### config.mk
export PLATFORM = sky130hd
export DESIGN_NAME = ptw_walker
export DESIGN_NICKNAME = d
export VERILOG_FILES = /design/src/rtl/ptw_pkg.sv /design/src/rtl/ptw_entry_addr.sv /design/src/rtl/ptw_entry_decode.sv /design/src/rtl/ptw_resp_reg.sv /design/src/rtl/ptw_walker.sv
export SDC_FILE = /design/constraint.sdc
export NUM_CORES = 1
export LEC_CHECK = 0
export BUFFER_PORTS_ARGS = -buffer_cell sky130_fd_sc_hd__buf_4
export CORE_MARGIN = 2
export CORE_UTILIZATION = 44
export CTS_BUF_LIST = sky130_fd_sc_hd__clkbuf_4
export CTS_CLUSTER_DIAMETER = 100
export DETAILED_ROUTE_END_ITERATION = 16
export PLACE_DENSITY = 0.89
export SYNTH_ARGS = -nofsm -noshare
export SYNTH_HDL_FRONTEND = slang
export SYNTH_SLANG_ARGS = --single-unit
### constraint.sdc
create_clock -name clk -period 2.5 [get_ports clk]
set_input_delay 0.375 -clock clk [delete_from_list [all_inputs] [get_ports clk]]
set_output_delay 0.375 -clock clk [all_outputs]
set_load 0.005 [all_outputs]
### src/rtl/ptw_pkg.sv
package ptw_pkg;

    typedef enum logic [2:0] {
        WALK_IDLE,
        WALK_READ_DIR,
        WALK_READ_PTE,
        WALK_DONE,
        WALK_FAULT
    } walk_state_e;

    typedef enum logic [1:0] {
        FLT_NONE = 2'b00,
        FLT_DIR  = 2'b01,
        FLT_PAGE = 2'b10
    } walk_fault_e;

endpackage

### src/rtl/ptw_entry_addr.sv
// Byte address of a table entry: base + index scaled by the entry size.
module ptw_entry_addr #(
    parameter int PA_BITS     = 16,
    parameter int IDX_W       = 4,
    parameter int ENTRY_BYTES = 4
) (
    input  logic [PA_BITS-1:0] base,
    input  logic [IDX_W-1:0]   index,
    output logic [PA_BITS-1:0] addr
);
    localparam int SHIFT = $clog2(ENTRY_BYTES);

    logic [PA_BITS-1:0] index_ext;

    always_comb begin
        index_ext = {{(PA_BITS-IDX_W){1'b0}}, index};
        addr      = base + (index_ext << SHIFT);
    end
endmodule

### src/rtl/ptw_entry_decode.sv
// Splits a table entry into its present flag and its page number.
module ptw_entry_decode #(
    parameter int ENTRY_W  = 32,
    parameter int PA_BITS  = 16,
    parameter int OFF_BITS = 6
) (
    input  logic [ENTRY_W-1:0]          entry,
    output logic                        present,
    output logic [PA_BITS-OFF_BITS-1:0] page_num
);
    always_comb begin
        present  = entry[0];
        page_num = entry[PA_BITS-1:OFF_BITS];
    end
endmodule

### src/rtl/ptw_resp_reg.sv
// Holds the result of the last walk until the next one completes.
module ptw_resp_reg #(
    parameter int PA_BITS = 16
) (
    input  logic               clk,
    input  logic               rst_n,
    input  logic               load,
    input  logic [1:0]         fault_in,
    input  logic [PA_BITS-1:0] paddr_in,
    output logic [1:0]         fault_q,
    output logic [PA_BITS-1:0] paddr_q
);
    always_ff @(posedge clk or negedge rst_n) begin
        if (!rst_n) begin
            fault_q <= '0;
            paddr_q <= '0;
        end else if (load) begin
            fault_q <= fault_in;
            paddr_q <= paddr_in;
        end
    end
endmodule

### src/rtl/ptw_walker.sv
module ptw_walker
    import ptw_pkg::*;
#(
    parameter int DIR_BITS    = 3,
    parameter int IDX_BITS    = 4,
    parameter int ENTRY_BYTES = 4,
    parameter int PA_BITS     = 16,
    localparam int OFF_BITS   = IDX_BITS + $clog2(ENTRY_BYTES),
    localparam int VA_BITS    = DIR_BITS + IDX_BITS + OFF_BITS,
    localparam int ENTRY_W    = 8 * ENTRY_BYTES
) (
    input  logic               clk,
    input  logic               rst_n,
    input  logic [PA_BITS-1:0] root_base,
    input  logic               req_valid,
    input  logic [VA_BITS-1:0] req_vaddr,
    output logic               req_ready,
    output logic               mem_req,
    output logic [PA_BITS-1:0] mem_addr,
    input  logic [ENTRY_W-1:0] mem_rdata,
    output logic               rsp_valid,
    output logic [1:0]         rsp_fault,
    output logic [PA_BITS-1:0] rsp_paddr,
    output logic [VA_BITS-1:0] rsp_vaddr
);
    localparam int PN_BITS = PA_BITS - OFF_BITS;

    walk_state_e          state_q, state_d;
    logic [VA_BITS-1:0]   va_q;
    logic                 accept;

    logic                 ent_present;
    logic [PN_BITS-1:0]   ent_page;
    logic [PA_BITS-1:0]   dir_addr;
    logic [PA_BITS-1:0]   pte_addr;
    logic [PA_BITS-1:0]   tbl_base;

    logic                 res_load;
    walk_fault_e          res_fault;
    logic [PA_BITS-1:0]   res_paddr;

    assign accept   = (state_q == WALK_IDLE) && req_valid;
    assign tbl_base = {ent_page, {OFF_BITS{1'b0}}};

    ptw_entry_decode #(
        .ENTRY_W (ENTRY_W),
        .PA_BITS (PA_BITS),
        .OFF_BITS(OFF_BITS)
    ) u_decode (
        .entry   (mem_rdata),
        .present (ent_present),
        .page_num(ent_page)
    );

    ptw_entry_addr #(
        .PA_BITS    (PA_BITS),
        .IDX_W      (DIR_BITS),
        .ENTRY_BYTES(ENTRY_BYTES)
    ) u_dir_addr (
        .base (root_base),
        .index(req_vaddr[OFF_BITS+IDX_BITS +: DIR_BITS]),
        .addr (dir_addr)
    );

    ptw_entry_addr #(
        .PA_BITS    (PA_BITS),
        .IDX_W      (IDX_BITS),
        .ENTRY_BYTES(ENTRY_BYTES)
    ) u_pte_addr (
        .base (tbl_base),
        .index(va_q[OFF_BITS +: IDX_BITS]),
        .addr (pte_addr)
    );

    // State register
    always_ff @(posedge clk or negedge rst_n) begin
        if (!rst_n) begin
            state_q <= WALK_IDLE;
        end else begin
            state_q <= state_d;
        end
    end

    // Captured virtual address, loaded only on acceptance
    always_ff @(posedge clk or negedge rst_n) begin
        if (!rst_n) begin
            va_q <= '0;
        end else if (accept) begin
            va_q <= req_vaddr;
        end
    end

    // Next state
    always_comb begin
        state_d = state_q;
        unique case (state_q)
            WALK_IDLE:     if (req_valid) state_d = WALK_READ_DIR;
            WALK_READ_DIR: state_d = ent_present ? WALK_READ_PTE : WALK_FAULT;
            WALK_READ_PTE: state_d = ent_present ? WALK_DONE : WALK_FAULT;
            WALK_DONE:     state_d = WALK_IDLE;
            WALK_FAULT:    state_d = WALK_IDLE;
            default:       state_d = WALK_IDLE;
        endcase
    end

    // Outputs and result capture
    always_comb begin
        req_ready = 1'b0;
        mem_req   = 1'b0;
        mem_addr  = pte_addr;
        rsp_valid = 1'b0;
        res_load  = 1'b0;
        res_fault = FLT_NONE;
        res_paddr = '0;
        unique case (state_q)
            WALK_IDLE: begin
                req_ready = 1'b1;
                mem_req   = req_valid;
                mem_addr  = dir_addr;
            end
            WALK_READ_DIR: begin
                mem_req = ent_present;
                if (!ent_present) begin
                    res_load  = 1'b1;
                    res_fault = FLT_DIR;
                end
            end
            WALK_READ_PTE: begin
                res_load = 1'b1;
                if (ent_present) begin
                    res_paddr = {ent_page, va_q[OFF_BITS-1:0]};
                end else begin
                    res_fault = FLT_PAGE;
                end
            end
            WALK_DONE, WALK_FAULT: begin
                rsp_valid = 1'b1;
            end
            default: begin
                req_ready = 1'b0;
            end
        endcase
    end

    ptw_resp_reg #(
        .PA_BITS(PA_BITS)
    ) u_resp (
        .clk     (clk),
        .rst_n   (rst_n),
        .load    (res_load),
        .fault_in(res_fault),
        .paddr_in(res_paddr),
        .fault_q (rsp_fault),
        .paddr_q (rsp_paddr)
    );

    assign rsp_vaddr = va_q;

endmodule

======== After elaboration in Yosys (flattened, before gate mapping) ========
Index checks and enable logic that the tools add are counted.
storage, ports and cells
  register bits ........................... 34
  bits in latches ......................... 0
  bits in writable memories ............... 0
  ROM bits ................................ 0
  input port bits ......................... 64
  memories ................................ 0
cells by class
  $add $sub $neg .......................... 2
  $mul .................................... 0
  div/mod/pow operators ................... 0
  $lt $le $gt $ge ......................... 0
  eq/ne operators ......................... 5
  shift-type cells ........................ 0
  muxes and demuxes ....................... 15
  bitwise gates (word level) .............. 0
  reduce and logical (&&, ||, !) cells .... 3
operators by type and width
  kind                                                                    number
  16-bit two-way mux                                                      3
  16-bit by 5-bit adder with 16-bit output                                1
  16-bit by 6-bit adder with 16-bit output                                1
  3-bit two-way mux                                                       3
  3-bit case mux with 3 select lines                                      1
  3-bit by 2-bit equality test with 1-bit output (second input constant)  2
  1-bit two-way mux                                                       4
  1-bit case mux with 2 select lines                                      2
  2-bit case mux with 2 select lines                                      1
  3-bit by 1-bit equality test with 1-bit output (second input constant)  1
  3-bit equality test (second input constant)                             1
  3-bit logical NOT                                                       1
  2-bit two-way mux                                                       1
  2-bit inequality test (second input constant)                           1
  2-bit OR reduction                                                      1
  1-bit logical AND                                                       1

======== Logic depth before layout (Yosys ltp) ========
Gate-level depths: netlist of run 1.
  depth in word-level cells ............... 3
  mapped depth ............................ 7
  mapped depth without buffers ............ 6

======== Hierarchy ========
A second synthesis of run 1 with hierarchy kept.
unflattened totals
  cell total of the unflattened synthesis .. 228
  area total of the unflattened synthesis .. 2,598.7 um2
modules (own cells, without submodules)
  module                       instances  cells each  area each (um2)
  ptw_walker                   1          86          1,104.8
  ptw_resp_reg                 1          38          721.9
  ptw_entry_addr (u_pte_addr)  1          48          370.4
  ptw_entry_addr (u_dir_addr)  1          45          319.1
  ptw_entry_decode             1          11          82.6

======== Worst setup path after synthesis of run 1 ========
Ideal clock, no wire load.
  kind .................................... input -> output
  start point ............................. input root_base[4]
  end point ............................... output mem_addr[15]
  data arrival time ....................... 1,689 ps
  required time ........................... 2,125 ps
  path slack .............................. 436 ps
  stages on the path ...................... 5
  buffers on the path ..................... 0
  cells stage by stage .................... ha_1 nand3_1 and2_1 or4_1 a31oi_1
between the ends
  word-level cells in the longest chain between the ends .. 2
RTL lines
  element                                   line                  RTL
  from (decl)                               ptw_walker.sv:14      input logic [PA_BITS-1:0] root_base,
  16-bit by 5-bit adder with 16-bit output  ptw_entry_addr.sv:17  addr = base + (index_ext << SHIFT);
  16-bit two-way mux                        ptw_walker.sv:115     unique case (state_q)
  to (decl)                                 ptw_walker.sv:19      output logic [PA_BITS-1:0] mem_addr,
No other way between the ends.

======== Worst setup path after layout of run 1 ========
  start point ............................. input req_vaddr[12]
  end point ............................... output mem_addr[15]
between the ends
  word-level cells in the longest chain between the ends .. 2
RTL lines
  element                                   line                  RTL
  from (decl)                               ptw_walker.sv:16      input logic [VA_BITS-1:0] req_vaddr,
  16-bit by 5-bit adder with 16-bit output  ptw_entry_addr.sv:17
  16-bit two-way mux                        ptw_walker.sv:115
No other way between the ends.

==> results of run 1 <==
power by group through the flow:
stage / Sequential (mW) / Combinational [mW] / Clock, mW
final: 1.00 / 1.66 / 0.296
after global routing: 1.05 / 1.82 / 0.340
after CTS: 1.01 / 1.68 / 0.310
after detailed placement: 1.01 / 1.67 / 0
after global placement: 1.00 / 1.64 / 0
after floorplan: 1.01 / 0.853 / 0
critical path, stage by stage:
cell and delay (ps):
buf_4 110, ha_1 350, a21oi_1 140, and2_1 230, or4_1 470, a31oi_1 170
buf_4 130
registers in the layout, summed over array words and instances (netlist names):
register,cells
rsp_vaddr,13
state_q,3
u_resp.paddr_q,16
u_resp.fault_q,2
path summary, 6_finish.rpt:
path / from / to / slack (ps) / depth (start not counted)
worst max-delay path: req_vaddr[12] / mem_addr[15] / 140 / 7
worst min-delay path: mem_rdata[0] / state_q[2] / 210 / 2
worst max register to register: state_q[1] / rsp_vaddr[1] / 670 / 4
worst min register to register: u_resp.paddr_q[13] / u_resp.paddr_q[13] / 510 / 1
max in group asynchronous: rst_n / u_resp.paddr_q[14] / 1680 / 2
min in group asynchronous: rst_n / u_resp.fault_q[1] / 510 / 2
layer usage:
metal,global-route usage (%),vias up
met5,0,-
li1,-,792
met4,5.75,0
met3,6.41,5
met1,23.3,783
met2,34.9,61
logic make-up (layout without fill, tap and decap cells):
kind of cell	Yosys count	after routing
simple gates	54	54
flops	34	34
xor+xnor	10	10
fa+ha+maj	4	4
mux	14	14
buf+inv	11	105
compound gates	42	42
area by class of cell:
class / instances / area (um2)
multi-input combinational: 124 / 896
tap: 50 / 62.6
timing repair buffer: 95 / 716
inverter: 2 / 12.5
fill: 323 / 1410
sequential: 34 / 851
clock inverter: 3 / 16.3
clock buffer: 5 / 37.5
synth_stat cells (all sizes together) (2+ instances only):
master / instances / share of area, %
nor3: 2 / 0.55
xnor2: 6 / 2.9
ha: 3 / 2.1
mux2: 13 / 9.9
and2: 5 / 1.8
nand4: 2 / 0.68
buf: 6 / 3.1
or3: 2 / 0.68
nand3: 3 / 0.82
and4: 2 / 0.96
a22o: 16 / 7.7
a21oi: 7 / 1.9
clkbuf: 3 / 0.62
nand2b: 3 / 1.0
dfrtp: 34 / 47
o21ai: 13 / 3.6
nor2: 5 / 1.0
a31oi: 2 / 0.68
nand2: 22 / 4.5
xor2: 4 / 1.9
what timing repair did:
action	4_1_cts	5_1_grt
endpoints found under the setup margin	0	0
hold buffers	1	0
hold endpoints to repair	34	0
==> results.py, run 1 <==
metrics = {
    "global_routing": {
        "grt_pass1_wl_um": 6980,
        "grt.overflow.total": 0,
        "gr-usage-all-layers_pct": 20.0,
        "grt_pass1_vias": 1573,
        "grt_max_degree": 35,
        "antenna_found_initial": 0,
    },
    "timing": {
        "max_freq_ghz": 0.423,
        "finalClockSkew_ps": 9.64,
        "timing.final.crit_period_ps": 2360,
        "finalSetupViolCount": 0,
        "min_period_over_period_pct": 94.6,
        "slew_violations": 0,
        "setup_tns_ps": 0,
        "rsz0062_at_grt": "false",
        "worst_pin_slew_ps": 689,
        "layout_setup_ws_ps": 135,
        "hold_ws_ps": 210,
        "final-hold-violation-count": 0,
        "slew-limit-headroom_pct": 54.1,
    },
    "detailed_routing": {
        "avgViaCountPerCell": 5.24,
        "via_count": 1641,
        "dr.pass1.iters": 4,
        "dr_wl_met2_um": 2310,
        "postRouteAntennaNets": 0,
        "drc_errors": 0,
        "maxUsedRoutingLayer": "met4",
        "routed_wl_um": 4580,
        "first_iter_violations": 91,
        "wire_per_inst_um": 14.6,
        "wl_met3_um": 328,
        "wl_met1_um": 1900,
    },
    "logic_synthesis": {
        "synth_top_family_by_area": "compound AO/OA/AOI/OAI gates",
        "synthArstFlopShare_pct": 100,
        "synth_area_per_cell_um2": 10.8,
        "synth-seq-cells": 34,
        "netlist_instances": 169,
        "yosys.area_share.adder_pct": 3.15,
        "synth_warnings": 0,
        "synth-xor-area-share_pct": 4.79,
        "synth_compound_area_share_pct": 15.5,
        "synth_ff_type": "dfrtp_1",
        "synthDistinctLibCells": 41,
        "synth-simple-area-share_pct": 15.2,
        "synthesis.area_um2": 1830,
        "mappedNetlistNets": 237,
        "synthMuxAreaShare_pct": 10.4,
        "synth_edf_count": 0,
        "yosysSeqAreaShare_pct": 46.6,
    },
    "clocking": {
        "h-tree-depth": 2,
        "root_buffer": "clkbuf_4",
        "cts_made_buffers": 5,
        "cts.path.max_buffers": 2,
        "cts_tree": "done",
        "cts.reportedPaths.clkPinSlew_ps": 110,
        "post-cts-setup-buffer-count": 0,
        "clk_latency_ps": 340,
        "cts_sinks": 34,
        "cts-resized-gates": 0,
    },
    "die": {
        "die_area_um2": 4680,
        "rows": 23,
        "die_y_um": 68.4,
        "die_w_um": 68.4,
        "boundaryPins": 114,
        "fp.coreArea_um2": 4000,
        "initial_core_util_pct": 45.7,
    },
    "worst_setup_path": {
        "critPathRequiredTime_ps": 2120,
        "critical_path_arrival_ps": 1990,
        "end_kind": "primary output",
        "critPathLaunchType": "input port",
        "cp_max_fo": 5,
        "setup.worst_path.class": "input port to primary output",
    },
    "power": {
        "internal_power_mw": 1.90,
        "swShare_pct": 35.7,
        "leakage_nw": 1.29,
        "p_per_area_nw_per_um2": 1140,
        "p_comb_share_pct": 56.0,
        "irDropWorstVdd_mv": 0.632,
        "total_power_mw": 2.96,
        "p_seq_share_pct": 34.0,
        "p_switching_mw": 1.06,
        "clkPwrFrac_pct": 10.0,
    },
    "layout": {
        "nNetsFinal": 330,
        "instances_no_fill": 313,
        "fin_area_um2": 2590,
        "layout_commonest_cell": "buf_4",
        "layout.cells.most_common_list": "94 x buf_4, 34 x dfrtp_1, 22 x nand2_1",
        "diodes": 0,
        "final_util_pct": 64.8,
        "syn2layout_area_growth_pct": 41.8,
        "drive_gt1_share_pct": 44.9,
    },
    "outcome": {
        "outcome": "complete, no violations",
    },
    "place": {
        "place_congestion": 0.767,
        "dp_cells": 304,
        "placed_area_um2": 2530,
        "hpwl_um": 3500,
        "place_ws_ps": 147,
        "portBuffers": 92,
    },
    "run": {
        "drv_cap": 0,
    },
    "worst_hold_path": {
        "hold_class": "input port to register",
    },
}
Power figures use the tool's default switching activity.
==> inputs of run 2 (changes only) <==
- GPL_TIMING_DRIVEN: not set -> 0
- PLACE_DENSITY: 0.89 -> 0.9
==> results.py, run 2 (synthesis results as in run 1) <==
metrics = {
    "die": {
        "die_y_um": 68.4,
        "fp.coreArea_um2": 4000,
        "rows": 23,
        "initial_core_util_pct": 45.7,
        "die_area_um2": 4680,
        "die_w_um": 68.4,
        "boundaryPins": 114,
    },
    "worst_setup_path": {
        "slowest_stage": "or4_1",
        "critPathMaxStageDelay_ps": 480,
        "critPathRequiredTime_ps": 2120,
        "setup.worst_path.class": "input port to primary output",
        "crit_path_cell_trace": "buf_4, ha_2, a21oi_1, and2_1, or4_1, a31oi_1, buf_4",
        "end_kind": "primary output",
        "cp_max_fo": 5,
        "worst-path-buf-inv": 2,
        "critical_path_arrival_ps": 2010,
        "cp_top_family": "simple AND/OR/NAND/NOR gates",
        "critPathMostFrequentCell": "buf_4",
        "critPathLaunchType": "input port",
    },
    "global_routing": {
        "gr-usage-all-layers_pct": 21.3,
        "grt_pass1_vias": 1645,
        "antenna_found_initial": 0,
        "grt.overflow.total": 0,
        "grt_max_degree": 35,
        "grt_pass1_wl_um": 7380,
    },
    "place": {
        "placed_area_um2": 2580,
        "place_ws_ps": 78.9,
        "place_congestion": 0.772,
        "portBuffers": 92,
        "hpwl_um": 3670,
    },
    "power": {
        "irDropWorstVdd_mv": 0.643,
        "p_per_area_nw_per_um2": 1150,
        "total_power_mw": 3.05,
        "leakage_nw": 1.32,
    },
    "layout": {
        "fin_area_um2": 2650,
        "multi_input_area_um2": 903,
        "largest_reg_flops": 16,
        "regMostFlops": "u_resp.paddr_q",
        "layout_commonest_cell": "buf_4",
        "fillers": 337,
        "regArea_um2": 851,
        "syn2layout_area_growth_pct": 44.9,
        "diodes": 0,
        "layout.cells.most_common_list": "92 x buf_4, 34 x dfrtp_1, 22 x nand2_1",
        "drive_gt1_share_pct": 46.1,
        "nNetsFinal": 337,
    },
    "timing": {
        "final-hold-violation-count": 0,
        "layout_setup_ws_ps": 111,
        "min_period_over_period_pct": 95.6,
        "worst_pin_slew_ps": 485,
        "finalSetupViolCount": 0,
        "setup_tns_ps": 0,
        "max_freq_ghz": 0.419,
        "rsz0062_at_grt": "false",
        "slew_violations": 0,
        "slew-limit-headroom_pct": 67.6,
        "timing.final.crit_period_ps": 2390,
        "finalClockSkew_ps": 6.95,
    },
    "detailed_routing": {
        "drc_errors": 0,
        "routed_wl_um": 4700,
        "via_count": 1652,
        "first_iter_violations": 72,
        "dr.pass1.iters": 4,
        "avgViaCountPerCell": 5.18,
        "postRouteAntennaNets": 0,
        "wire_per_inst_um": 14.7,
    },
    "clocking": {
        "cts_tree": "done",
        "cts.reportedPaths.clkPinSlew_ps": 100,
        "root_buffer": "clkbuf_4",
        "cts_sinks": 34,
        "clk_latency_ps": 340,
        "h-tree-depth": 2,
        "cts.path.max_buffers": 2,
        "cts_made_buffers": 5,
    },
    "run": {
        "drv_cap": 0,
    },
    "outcome": {
        "outcome": "complete, no violations",
    },
    "worst_hold_path": {
        "hold_class": "input port to register",
    },
}
-- run 2: cell types whose count changed in the layout (fill, tap and decap cells not counted), moves of 2 or more --
| cell | delta |
|---|---|
| o21ai_1 | +2 |
| buf_6 | +2 |
| buf_2 | +2 |
| buf_4 | -2 |
| clkbuf_1 | +2 |
| o21ai_0 | -2 |
-- run 2: cell type report --
| cell class | instances | area share [%] |
|---|---|---|
| well taps | 50 | 2.36 |
| repair buffers | 93 | 26.5 |
| clock buffers | 5 | 1.42 |
| plain buffers | 9 | 2.60 |
| clock inverters | 2 | 0.378 |
| flip-flops and latches | 34 | 32.2 |
| inverters | 2 | 0.473 |
| multi-input cells | 124 | 34.1 |
-- run 2: stage by stage --
step	utilization, %	std cells	hold WS, ps
4_1_cts	65.9	319	205
5_1_grt	66.2	319	201
3_5_place_dp	64.5	311	352
3_3_place_gp	64.5	311	344
6_report	66.2	319	219
2_1_floorplan	-	169	79.4
-- run 2: timing repair --
| action | CTS | global route |
|---|---|---|
| buffers inserted | 0 | 0 |
| hold buffers | 1 | 0 |
| endpoints found under the hold margin | 34 | 0 |
| resized for setup | 0 | 6 |
| setup endpoints to repair | 0 | 3 |
-- run 2: worst reg2reg max path, stage by stage (launching register included) --
cell and delay, ps:
dfrtp_1 470, or3_1 420, buf_6 140, clkinv_4 80
and2_4 140, buf_6 110, buf_12 140, mux2_4 310
-- run 2: routing by layer --
layer / track usage (%) / share of wire, % / vias to the layer above
met5: 0 / 0 / -
met4: 6.75 / 1.4 / 0
met3: 6.25 / 7.6 / 8
met2: 35.8 / 49 / 62
met1: 26.1 / 42 / 777
li1: - / - / 805
-- run 2: power by group --
part | switching (mW) | internal, mW
clock network | 0.181 | 0.101
registers | 0.198 | 0.810
logic | 0.703 | 1.06
-- run 2: path summary, 6_finish.rpt --
kind | start | end | slack, ps | depth (start not counted)
setup reg to reg | state_q[1] | rsp_vaddr[4] | 580 | 7
min in group asynchronous | rst_n | u_resp.paddr_q[2] | 510 | 2
max in group asynchronous | rst_n | rsp_vaddr[4] | 1670 | 2
setup / recovery | req_vaddr[12] | mem_addr[15] | 110 | 7
hold reg to reg | u_resp.paddr_q[8] | u_resp.paddr_q[8] | 520 | 1
hold / removal | mem_rdata[0] | state_q[2] | 220 | 2
==> inputs of run 3 (changes only) <==
- ABC_AREA: not set -> 1
- ABC_CLOCK_PERIOD_IN_PS: not set -> 2500
- CORE_UTILIZATION: 44 -> 46
- PLACE_DENSITY: 0.9 -> 0.91
==> results.py, run 3 <==
metrics = {
    "worst_setup_path": {
        "r2r-end": "rsp_vaddr[5]",
        "worst-path-buf-inv": 3,
        "critical_path_arrival_ps": 1920,
        "critPathMostFrequentCell": "nand2_1",
        "slowest_stage": "fa_1",
        "cp_top_family": "adder cells",
        "setup.worst_path.class": "input port to primary output",
        "critPathRequiredTime_ps": 2120,
        "critPathLaunchType": "input port",
        "end_kind": "primary output",
        "cp_max_fo": 5,
        "r2r_start": "state_q[1]",
        "crit_path_cell_trace": "buf_4, ha_1, fa_1, nand2_1, nand2_1, nand2_2, inv_1, nand4_1, nand3_1, nand2_1, buf_4",
        "r2r_cells": 7,
        "critPathMaxStageDelay_ps": 430,
        "r2r_slack_ps": 1170,
    },
    "global_routing": {
        "grt_max_degree": 35,
        "grt.overflow.total": 0,
        "grt_pass1_wl_um": 9760,
        "grt_pass1_vias": 2162,
        "gr-usage-all-layers_pct": 24.7,
        "antenna_found_initial": 0,
    },
    "layout": {
        "largest_reg_flops": 16,
        "drive_gt1_share_pct": 31.4,
        "fillers": 355,
        "regMostFlops": "u_resp.paddr_q",
        "layout.cells.most_common_list": "102 x nand2_1, 93 x buf_4, 61 x nand3_1",
        "syn2layout_area_growth_pct": 42.8,
        "nNetsFinal": 443,
        "diodes": 0,
        "layout_commonest_cell": "nand2_1",
        "final_util_pct": 69.9,
    },
    "place": {
        "place_congestion": 0.894,
        "portBuffers": 91,
        "hpwl_um": 4580,
    },
    "logic_synthesis": {
        "synth_warnings": 0,
        "ys_top_cells_by_area": "dfrtp_1 43%, nand2_1 19%, nand3_1 15%",
        "synth_top_area_cell": "dfrtp_1",
        "synth_ff_type": "dfrtp_1",
        "synth_area_per_cell_um2": 7.25,
        "synth_edf_count": 0,
        "netlist_instances": 276,
        "synthesis.area_um2": 2000,
        "synthMostInstantiatedCell": "nand2_1",
        "synthTopCellsByCount": "102 x nand2_1, 61 x nand3_1, 34 x dfrtp_1",
        "synth-seq-cells": 34,
        "synthDistinctLibCells": 26,
        "mappedNetlistNets": 344,
        "yosysSeqAreaShare_pct": 42.5,
        "netlist.area_leader.share_pct": 42.5,
        "synthArstFlopShare_pct": 100,
    },
    "timing": {
        "setup_tns_ps": 0,
        "finalClockSkew_ps": 2.78,
        "finalSetupViolCount": 0,
        "slew_violations": 0,
        "min_period_over_period_pct": 91.8,
        "slew-limit-headroom_pct": 69.8,
        "worst_pin_slew_ps": 453,
        "timing.final.crit_period_ps": 2290,
        "final-hold-violation-count": 0,
        "rsz0062_at_grt": "false",
        "max_freq_ghz": 0.436,
    },
    "outcome": {
        "outcome": "complete, no violations",
    },
    "detailed_routing": {
        "wire_per_inst_um": 13.8,
        "dr.pass1.iters": 4,
        "maxUsedRoutingLayer": "met4",
        "via_count": 2207,
        "wl_met1_um": 2350,
        "drc_errors": 0,
        "avgViaCountPerCell": 5.18,
        "wl_met3_um": 283,
        "first_iter_violations": 183,
        "routed_wl_um": 5870,
        "dr_wl_met2_um": 3080,
        "postRouteAntennaNets": 0,
    },
    "clocking": {
        "cts_sinks": 34,
        "cts_hold_buf": 1,
        "clk_latency_ps": 340,
        "cts_tree": "done",
        "cts.reportedPaths.clkPinSlew_ps": 110,
        "cts_made_buffers": 5,
        "h-tree-depth": 2,
        "cts-resized-gates": 0,
        "post-cts-setup-buffer-count": 0,
        "root_buffer": "clkbuf_4",
        "cts.path.max_buffers": 2,
    },
    "die": {
        "die_area_um2": 4890,
        "initial_core_util_pct": 49.0,
        "fp.coreArea_um2": 4090,
        "die_y_um": 70.0,
        "boundaryPins": 114,
        "die_w_um": 70.0,
        "rows": 23,
    },
    "worst_hold_path": {
        "hold_depth": 3,
        "worstHoldEndpoint": "rsp_vaddr[1]",
        "hold_class": "input port to register",
        "hp-start": "req_vaddr[1]",
    },
    "power": {
        "irDropWorstVdd_mv": 0.660,
        "leakage_nw": 1.62,
        "p_per_area_nw_per_um2": 1170,
    },
    "run": {
        "drv_cap": 0,
    },
}
-- run 3: cell type report --
cell class | instances | area, um2 | share of cell area (%)
well taps | 50 | 62.6 | 2.19
multi-input cells | 210 | 993 | 34.8
repair buffers | 92 | 693 | 24.3
plain buffers | 12 | 81.3 | 2.85
clock buffers | 5 | 37.5 | 1.31
inverters | 20 | 75.1 | 2.63
clock inverters | 3 | 63.8 | 2.23
flip-flops and latches | 34 | 851 | 29.8
-- run 3: metal layers --
metal	global-route usage, %	up-vias
met4	10.0	0
met3	5.77	13
met1	30.1	1035
li1	-	1088
met2	42.1	71
met5	0	-
-- run 3: where the power goes --
part           switching (mW)  leakage (nW)  internal [mW]
Sequential              0.190         0.441          0.800
Clock                   0.192        0.0528          0.308
Combinational           0.924          1.13          0.921
Total                    1.31          1.62           2.03
-- run 3: cell families after synthesis --
group | after synthesis | share of synthesized area, %
buf+inv | 32 | 7.82
fa+ha+maj | 4 | 2.88
simple gates | 187 | 41.1
compound gates | 17 | 4.82
flops | 34 | 42.5
xor+xnor | 2 | 0.876
-- run 3: worst max path at each step --
stage / start / cells after the start / slack [ps] / endpoint
global route: root_base[2] / 11 / 60 / mem_addr[14]
CTS: root_base[2] / 12 / 210 / mem_addr[12]
detailed placement: root_base[2] / 12 / 210 / mem_addr[12]
floorplan: root_base[2] / 10 / 610 / mem_addr[10]
finish: root_base[2] / 11 / 210 / mem_addr[14]
global placement: root_base[2] / 12 / 230 / mem_addr[12]
-- run 3: per-stage QoR --
| stage | hold WS (ps) | setup slack [ps] | cell area (um2) | total power [mW] | cells |
|---|---|---|---|---|---|
| 6_report | 262 | 205 | 2860 | 3.33 | 426 |
| 5_1_grt | 244 | 64.0 | 2860 | 3.58 | 426 |
| 3_5_place_dp | 348 | 208 | 2750 | 2.85 | 417 |
| 3_3_place_gp | 341 | 228 | 2750 | 2.78 | 417 |
| 4_1_cts | 248 | 205 | 2860 | 3.36 | 426 |
| 2_1_floorplan | 79.4 | 608 | 2000 | 1.86 | 276 |
-- run 3: tightest hold or removal path, delay by kind of cell --
kind          cells  cell delay (ps)
simple gates      2              120
buf+inv           1               80
